`config.mk`:
```
export PLATFORM = sky130hd
export DESIGN_NAME = sop_port_array
export DESIGN_NICKNAME = d
export VERILOG_FILES = /design/src/rtl/sop_port_pkg.sv /design/src/rtl/cfg_shift_chain.sv /design/src/rtl/sop_and_array.sv /design/src/rtl/sop_port_cell.sv /design/src/rtl/sop_port_array.sv
export SDC_FILE = /design/constraint.sdc
export NUM_CORES = 2
export LEC_CHECK = 0
export BUFFER_PORTS_ARGS = -buffer_cell sky130_fd_sc_hd__clkbuf_2
export CAP_MARGIN = 5
export CORE_MARGIN = 1
export CORE_UTILIZATION = 38
export DETAILED_ROUTE_END_ITERATION = 7
export GPL_ROUTABILITY_DRIVEN = 0
export PLACE_DENSITY_LB_ADDON = 0.12
export SLEW_MARGIN = 5
export SYNTH_ARGS = -nofsm -noshare
export SYNTH_HDL_FRONTEND = slang
export SYNTH_HIERARCHICAL = 1
export SYNTH_SLANG_ARGS = --single-unit
export TNS_END_PERCENT = 30
```
`constraint.sdc`:
```
create_clock -name clk -period 4 [get_ports clk]
set_clock_uncertainty 0.15 [all_clocks]
set_input_delay 0.6 -clock clk [delete_from_list [all_inputs] [get_ports clk]]
set_output_delay 0.6 -clock clk [all_outputs]
set_load 0.005 [all_outputs]
```
`src/rtl/sop_port_pkg.sv`:
```
package sop_port_pkg;
  localparam int unsigned DEF_EXT_W = 29;
  localparam int unsigned DEF_CELLS = 8;
  localparam int unsigned DEF_PTS   = 4;
endpackage

```
`src/rtl/cfg_shift_chain.sv`:
```
module cfg_shift_chain #(
  parameter int unsigned BITS = 16
) (
  input  logic            clk,
  input  logic            rst_n,
  input  logic            shift_en,
  input  logic            shift_bit,
  output logic [BITS-1:0] image,
  output logic            loaded
);
  localparam int unsigned CNT_W = $clog2(BITS + 1);
  localparam logic [CNT_W-1:0] FULL = CNT_W'(BITS);

  logic [BITS-1:0]  img_q, img_d;
  logic [CNT_W-1:0] cnt_q, cnt_d;

  // next state: shift toward index 0, count shifts, restart after a full load
  always_comb begin
    img_d = {shift_bit, img_q[BITS-1:1]};
    if (cnt_q == FULL) cnt_d = CNT_W'(1);
    else               cnt_d = cnt_q + CNT_W'(1);
  end

  always_ff @(posedge clk or negedge rst_n) begin
    if (!rst_n) begin
      img_q <= '0;
      cnt_q <= '0;
    end else if (shift_en) begin
      img_q <= img_d;
      cnt_q <= cnt_d;
    end
  end

  assign image  = img_q;
  assign loaded = (cnt_q == FULL);

  assert_cnt_in_range_R2: assert property (@(posedge clk) disable iff (!rst_n)
    cnt_q <= FULL);
  assert_hold_without_shift_R2: assert property (@(posedge clk) disable iff (!rst_n)
    !shift_en |=> $stable(cnt_q));
  assert_reload_clears_done_R3: assert property (@(posedge clk) disable iff (!rst_n)
    (shift_en && loaded) |=> !loaded);
endmodule

```
`src/rtl/sop_and_array.sv`:
```
module sop_and_array #(
  parameter int unsigned IN_W  = 37,
  parameter int unsigned TERMS = 33
) (
  input  logic                    clk,
  input  logic                    rst_n,
  input  logic [TERMS*2*IN_W-1:0] fuses,
  input  logic [IN_W-1:0]         arr_in,
  output logic [TERMS-1:0]        pt
);
  localparam int unsigned TB = 2 * IN_W;

  for (genvar t = 0; t < TERMS; t++) begin : g_term
    logic [TB-1:0]   slice;
    logic [IN_W-1:0] use_true, use_comp, lit_ok;
    assign slice = fuses[t*TB +: TB];
    for (genvar j = 0; j < IN_W; j++) begin : g_lit
      assign use_true[j] = slice[2*j];
      assign use_comp[j] = slice[2*j+1];
      // a true literal needs the input high, a complement literal needs it low
      assign lit_ok[j] = (~use_true[j] | arr_in[j]) & (~use_comp[j] | ~arr_in[j]);
    end
    assign pt[t] = (|slice) & (&lit_ok);

    assert_empty_term_low_R6: assert property (@(posedge clk) disable iff (!rst_n)
      (slice == '0) |-> !pt[t]);
  end
endmodule

```
`src/rtl/sop_port_cell.sv`:
```
module sop_port_cell #(
  parameter int unsigned PTS = 4
) (
  input  logic           clk,
  input  logic           rst_n,
  input  logic [PTS-1:0] terms,
  input  logic           mode_out,
  input  logic           invert,
  input  logic           oe_term,
  input  logic           cfg_ok,
  output logic           drive,
  output logic           drive_en
);
  logic sum;
  assign sum      = |terms;
  assign drive    = sum ^ invert;
  assign drive_en = cfg_ok & mode_out & oe_term;

  assert_input_mode_no_drive_R9: assert property (@(posedge clk) disable iff (!rst_n)
    !mode_out |-> !drive_en);
  assert_idle_terms_give_polarity_R7: assert property (@(posedge clk) disable iff (!rst_n)
    (terms == '0) |-> (drive == invert));
endmodule

```
`src/rtl/sop_port_array.sv`:
```
module sop_port_array
  import sop_port_pkg::*;
#(
  parameter int unsigned EXT_W = DEF_EXT_W,
  parameter int unsigned CELLS = DEF_CELLS,
  parameter int unsigned PTS   = DEF_PTS
) (
  input  logic             clk,
  input  logic             rst_n,
  input  logic             cfg_en,
  input  logic             cfg_bit,
  output logic             cfg_done,
  input  logic [EXT_W-1:0] ext_in,
  input  logic [CELLS-1:0] pin_in,
  output logic [CELLS-1:0] pin_out,
  output logic [CELLS-1:0] pin_oe
);
  localparam int unsigned ARR_W      = EXT_W + CELLS;
  localparam int unsigned TERMS      = CELLS * PTS + 1;
  localparam int unsigned OE_IDX     = CELLS * PTS;
  localparam int unsigned ARRAY_BITS = TERMS * 2 * ARR_W;
  localparam int unsigned TOTAL      = ARRAY_BITS + 2 * CELLS;

  logic [TOTAL-1:0] image;
  logic [ARR_W-1:0] arr_in;
  logic [TERMS-1:0] pt;
  logic [CELLS-1:0] out_mode;

  cfg_shift_chain #(.BITS(TOTAL)) u_chain (
    .clk(clk), .rst_n(rst_n), .shift_en(cfg_en), .shift_bit(cfg_bit),
    .image(image), .loaded(cfg_done)
  );

  assign arr_in = {pin_in, ext_in};

  sop_and_array #(.IN_W(ARR_W), .TERMS(TERMS)) u_array (
    .clk(clk), .rst_n(rst_n), .fuses(image[ARRAY_BITS-1:0]),
    .arr_in(arr_in), .pt(pt)
  );

  for (genvar c = 0; c < CELLS; c++) begin : g_cell
    assign out_mode[c] = image[ARRAY_BITS + 2*c];
    sop_port_cell #(.PTS(PTS)) u_cell (
      .clk(clk), .rst_n(rst_n),
      .terms(pt[c*PTS +: PTS]),
      .mode_out(out_mode[c]),
      .invert(image[ARRAY_BITS + 2*c + 1]),
      .oe_term(pt[OE_IDX]),
      .cfg_ok(cfg_done),
      .drive(pin_out[c]),
      .drive_en(pin_oe[c])
    );
  end

  assert_unloaded_tristate_R1: assert property (@(posedge clk) disable iff (!rst_n)
    !cfg_done |-> (pin_oe == '0));
  assert_drive_needs_shared_term_R8: assert property (@(posedge clk) disable iff (!rst_n)
    (pin_oe != '0) |-> pt[OE_IDX]);
  assert_enabled_set_matches_modes_R8: assert property (@(posedge clk) disable iff (!rst_n)
    (pin_oe != '0) |-> (pin_oe == out_mode));
endmodule

```
==> results.cfg <==
[status]
status = complete, but fails checks
violations = negative setup slack

[yosys]
synth_nets = 7942
async_reset_ff_share_pct = 100
synth_area_leaders = dfrtp_1, mux2_2, mux2i_1
synth_edf_count = 0
syn_area_mm2 = 0.113
ys_seq_area_share_pct = 54.7
syn_avg_cell_area_um2 = 14.3
synth_top_cell_area_share_pct = 54.7
synth_cells = 7899
ys_seq_elements = 2470
ys_types = 36
synth_flop_cell = dfrtp_1
synthTopCellsByCount = dfrtp_1, mux2_2, mux2i_1
yosys.area.top_type = dfrtp_1
ys_warn_count = 6

[drt]
drt-total-wl_mm = 344
avgRoutedWirePerCell_um = 27.8
ant_nets = 0
route.detailed.drc = 0
vias = 69600
first_pass_iters = 5
drtIter0Drc = 4520
detail_route.vias_per_cell = 5.63

[clock_tree]
numCtsBuffers = 289
clockBufferDepth = 4
clkTransAtPathRegs_ns = 0.06
root_buffer = clkbuf_16
h-tree-depth = 5
clock_sinks = 2470
insertion_delay_ns = 0.89
cts_tree = yes

[critical_path]
cp_max_fo = 4
crit_path_start_kind = flop
cp_data_arrival_time_ns = 3.59
rrSetupSlack_ns = 1.93
cp.required_ns = 3.25
rr_startpoint = u_chain/cnt_q[0]$_DFFE_PN0P_
startpoint = u_chain/image[10]$_DFFE_PN0P_
worstSetupPathType = reg -> out
worst_setup_path_end_kind = primary output

[sta]
relSlewSlack_pct = 43.4
final_max_slew_viol_count = 0
period_minus_slack_ns = 4.34
fin_crit_sh_pct = 109
hold_viol = 0
hold_ws_ns = 0.0764
tightestPinTransition_ns = 0.849
rsz0062_at_grt = yes
fmax_mhz = 230
setup_viol = 6
setup_ws_ns = -0.343

[grt]
grt_use_total_pct = 22.7
grt_overflow = 0
antenna_found_initial = 8
grt_pass1_wl_mm = 507
grt_max_degree = 134
grt_pass1_vias = 72800

[placement]
detailed_place_hpwl_mm = 233
portBuffers = 57
placedCellCount = 11800

[cells_and_area]
drive_gt1_share_pct = 42.9
syn2layout_area_growth_pct = 16.5
fin_util_pct = 44.6
final_cells = 12400
fillers = 26600
final_net_count = 8250

[min_path]
hp-class = in -> reg
hold_start = cfg_en

[floorplan]
coreArea_mm2 = 0.295
io_pins = 58
start_util_pct = 38.3
die_w_um = 547
rows = 199
dieArea_mm2 = 0.299
die_h_um = 547

[power_and_ir_drop]
vdd_drop_max_v = 0.000417
total_power_uw = 55800
power_density_mw_per_mm2 = 424
leakage_uw = 0.0671

[job]
maxCapViolCount = 0
-- sequential cells by signal (all words and copies together), names as in the netlist --
| signal | count |
|---|---|
| u_chain/image | 2458 |
| u_chain/cnt_q | 12 |
-- per-layer routing --
metal / track usage (%) / wire length (µm) / part of all wire [%]
met5: 0 / 13 / 0.0038
met2: 36.2 / 160000 / 47
met3: 3.32 / 13500 / 3.9
met1: 31.7 / 158000 / 46
met4: 7.32 / 11200 / 3.3
-- cells by family after synthesis --
| logic type | synth area share, % |
|---|---|
| XOR/XNOR | 0.132 |
| flip-flops | 54.7 |
| adder cells (fa/ha/maj) | 0.0222 |
| AO/OA/AOI/OAI | 0.439 |
| AND/OR/NAND/NOR | 7.21 |
| buffers and inverters | 2.34 |
| multiplexers | 35.1 |
-- final timing paths --
path	end	cells after the start
worst max-delay path	pin_out[0]	8
worst min register to register	u_chain/cnt_q[9]$_DFFE_PN0P_	1
worst min-delay path	u_chain/cnt_q[2]$_DFFE_PN0P_	3
min in group asynchronous	u_chain/image[879]$_DFFE_PN0P_	2
max in group asynchronous	u_chain/image[907]$_DFFE_PN0P_	4
worst max register to register	u_chain/cnt_q[1]$_DFFE_PN0P_	7
-- final cells by class --
type,instances,area (µm²),share of cell area [%]
multi-input cells,5001,49900,37.9
clock inverters,88,1120,0.852
flip-flops and latches,2470,61800,47.0
inverters,3,11.3,0.00856
well taps,3919,4900,3.73
diodes,2,5.00,0.00380
clock buffers,426,8570,6.52
repair buffers,442,5240,3.99
-- power by group --
group | switching (µW) | internal, µW | leakage [µW] | total [µW]
logic | 2170 | 1250 | 0.0279 | 3430
registers | 221 | 25100 | 0.0344 | 25400
clock network | 10900 | 16100 | 0.00479 | 27000
-- cell usage in the layout, fill, tap and decap left out, drive strengths merged --
cell type,netlist,routed
nor3,35,35
nand3,69,69
diode,0,2
ha,2,2
bufinv,0,18
xor2,5,5
inv,3,18
nand4,398,398
buf,394,426
clkbuf,31,440
clkinv,0,51
mux2,2492,2492
or4,33,33
mux2i,1155,1155
nor2,6,6
clkinvlp,0,4
dlygate4sd3,0,2
nor4,671,671
nand2,6,6
or3,1,1
and3,9,9
and4,32,32
dfrtp,2470,2470
xnor2,12,12
or3b,1,1
or4b,1,1
a2111oi,33,33
a21oi,6,6
nor2b,33,33
a21o,1,1
-- what timing repair did --
item	4_1_cts	5_1_grt
resized for setup	150	99
hold endpoints to repair	106	0
hold buffers	2	0
setup endpoints to repair	16	16
buffers inserted	7	2
pin swaps	58	26
-- critical path, cell delays in order (launching register included) --
cell	delay, ns
dfrtp_1	0.41
nor4_2	0.34
nand4_1	0.19
nor4_2	0.35
nand4_1	0.13
and4_4	0.25
nor4_4	0.68
xnor2_2	0.21
clkbuf_2	0.16
-- per-stage QoR --
stage / instance area (µm²) / setup WS, ns / setup TNS (ns)
2_1_floorplan: 113000 / 1.30 / 0
6_report: 132000 / -0.343 / -0.745
3_3_place_gp: 120000 / -0.0670 / -0.0670
5_1_grt: 132000 / -0.412 / -1.79
3_5_place_dp: 120000 / -0.0542 / -0.0542
4_1_cts: 131000 / -0.445 / -1.65
Note: power is estimated with default switching activity, not from simulation.
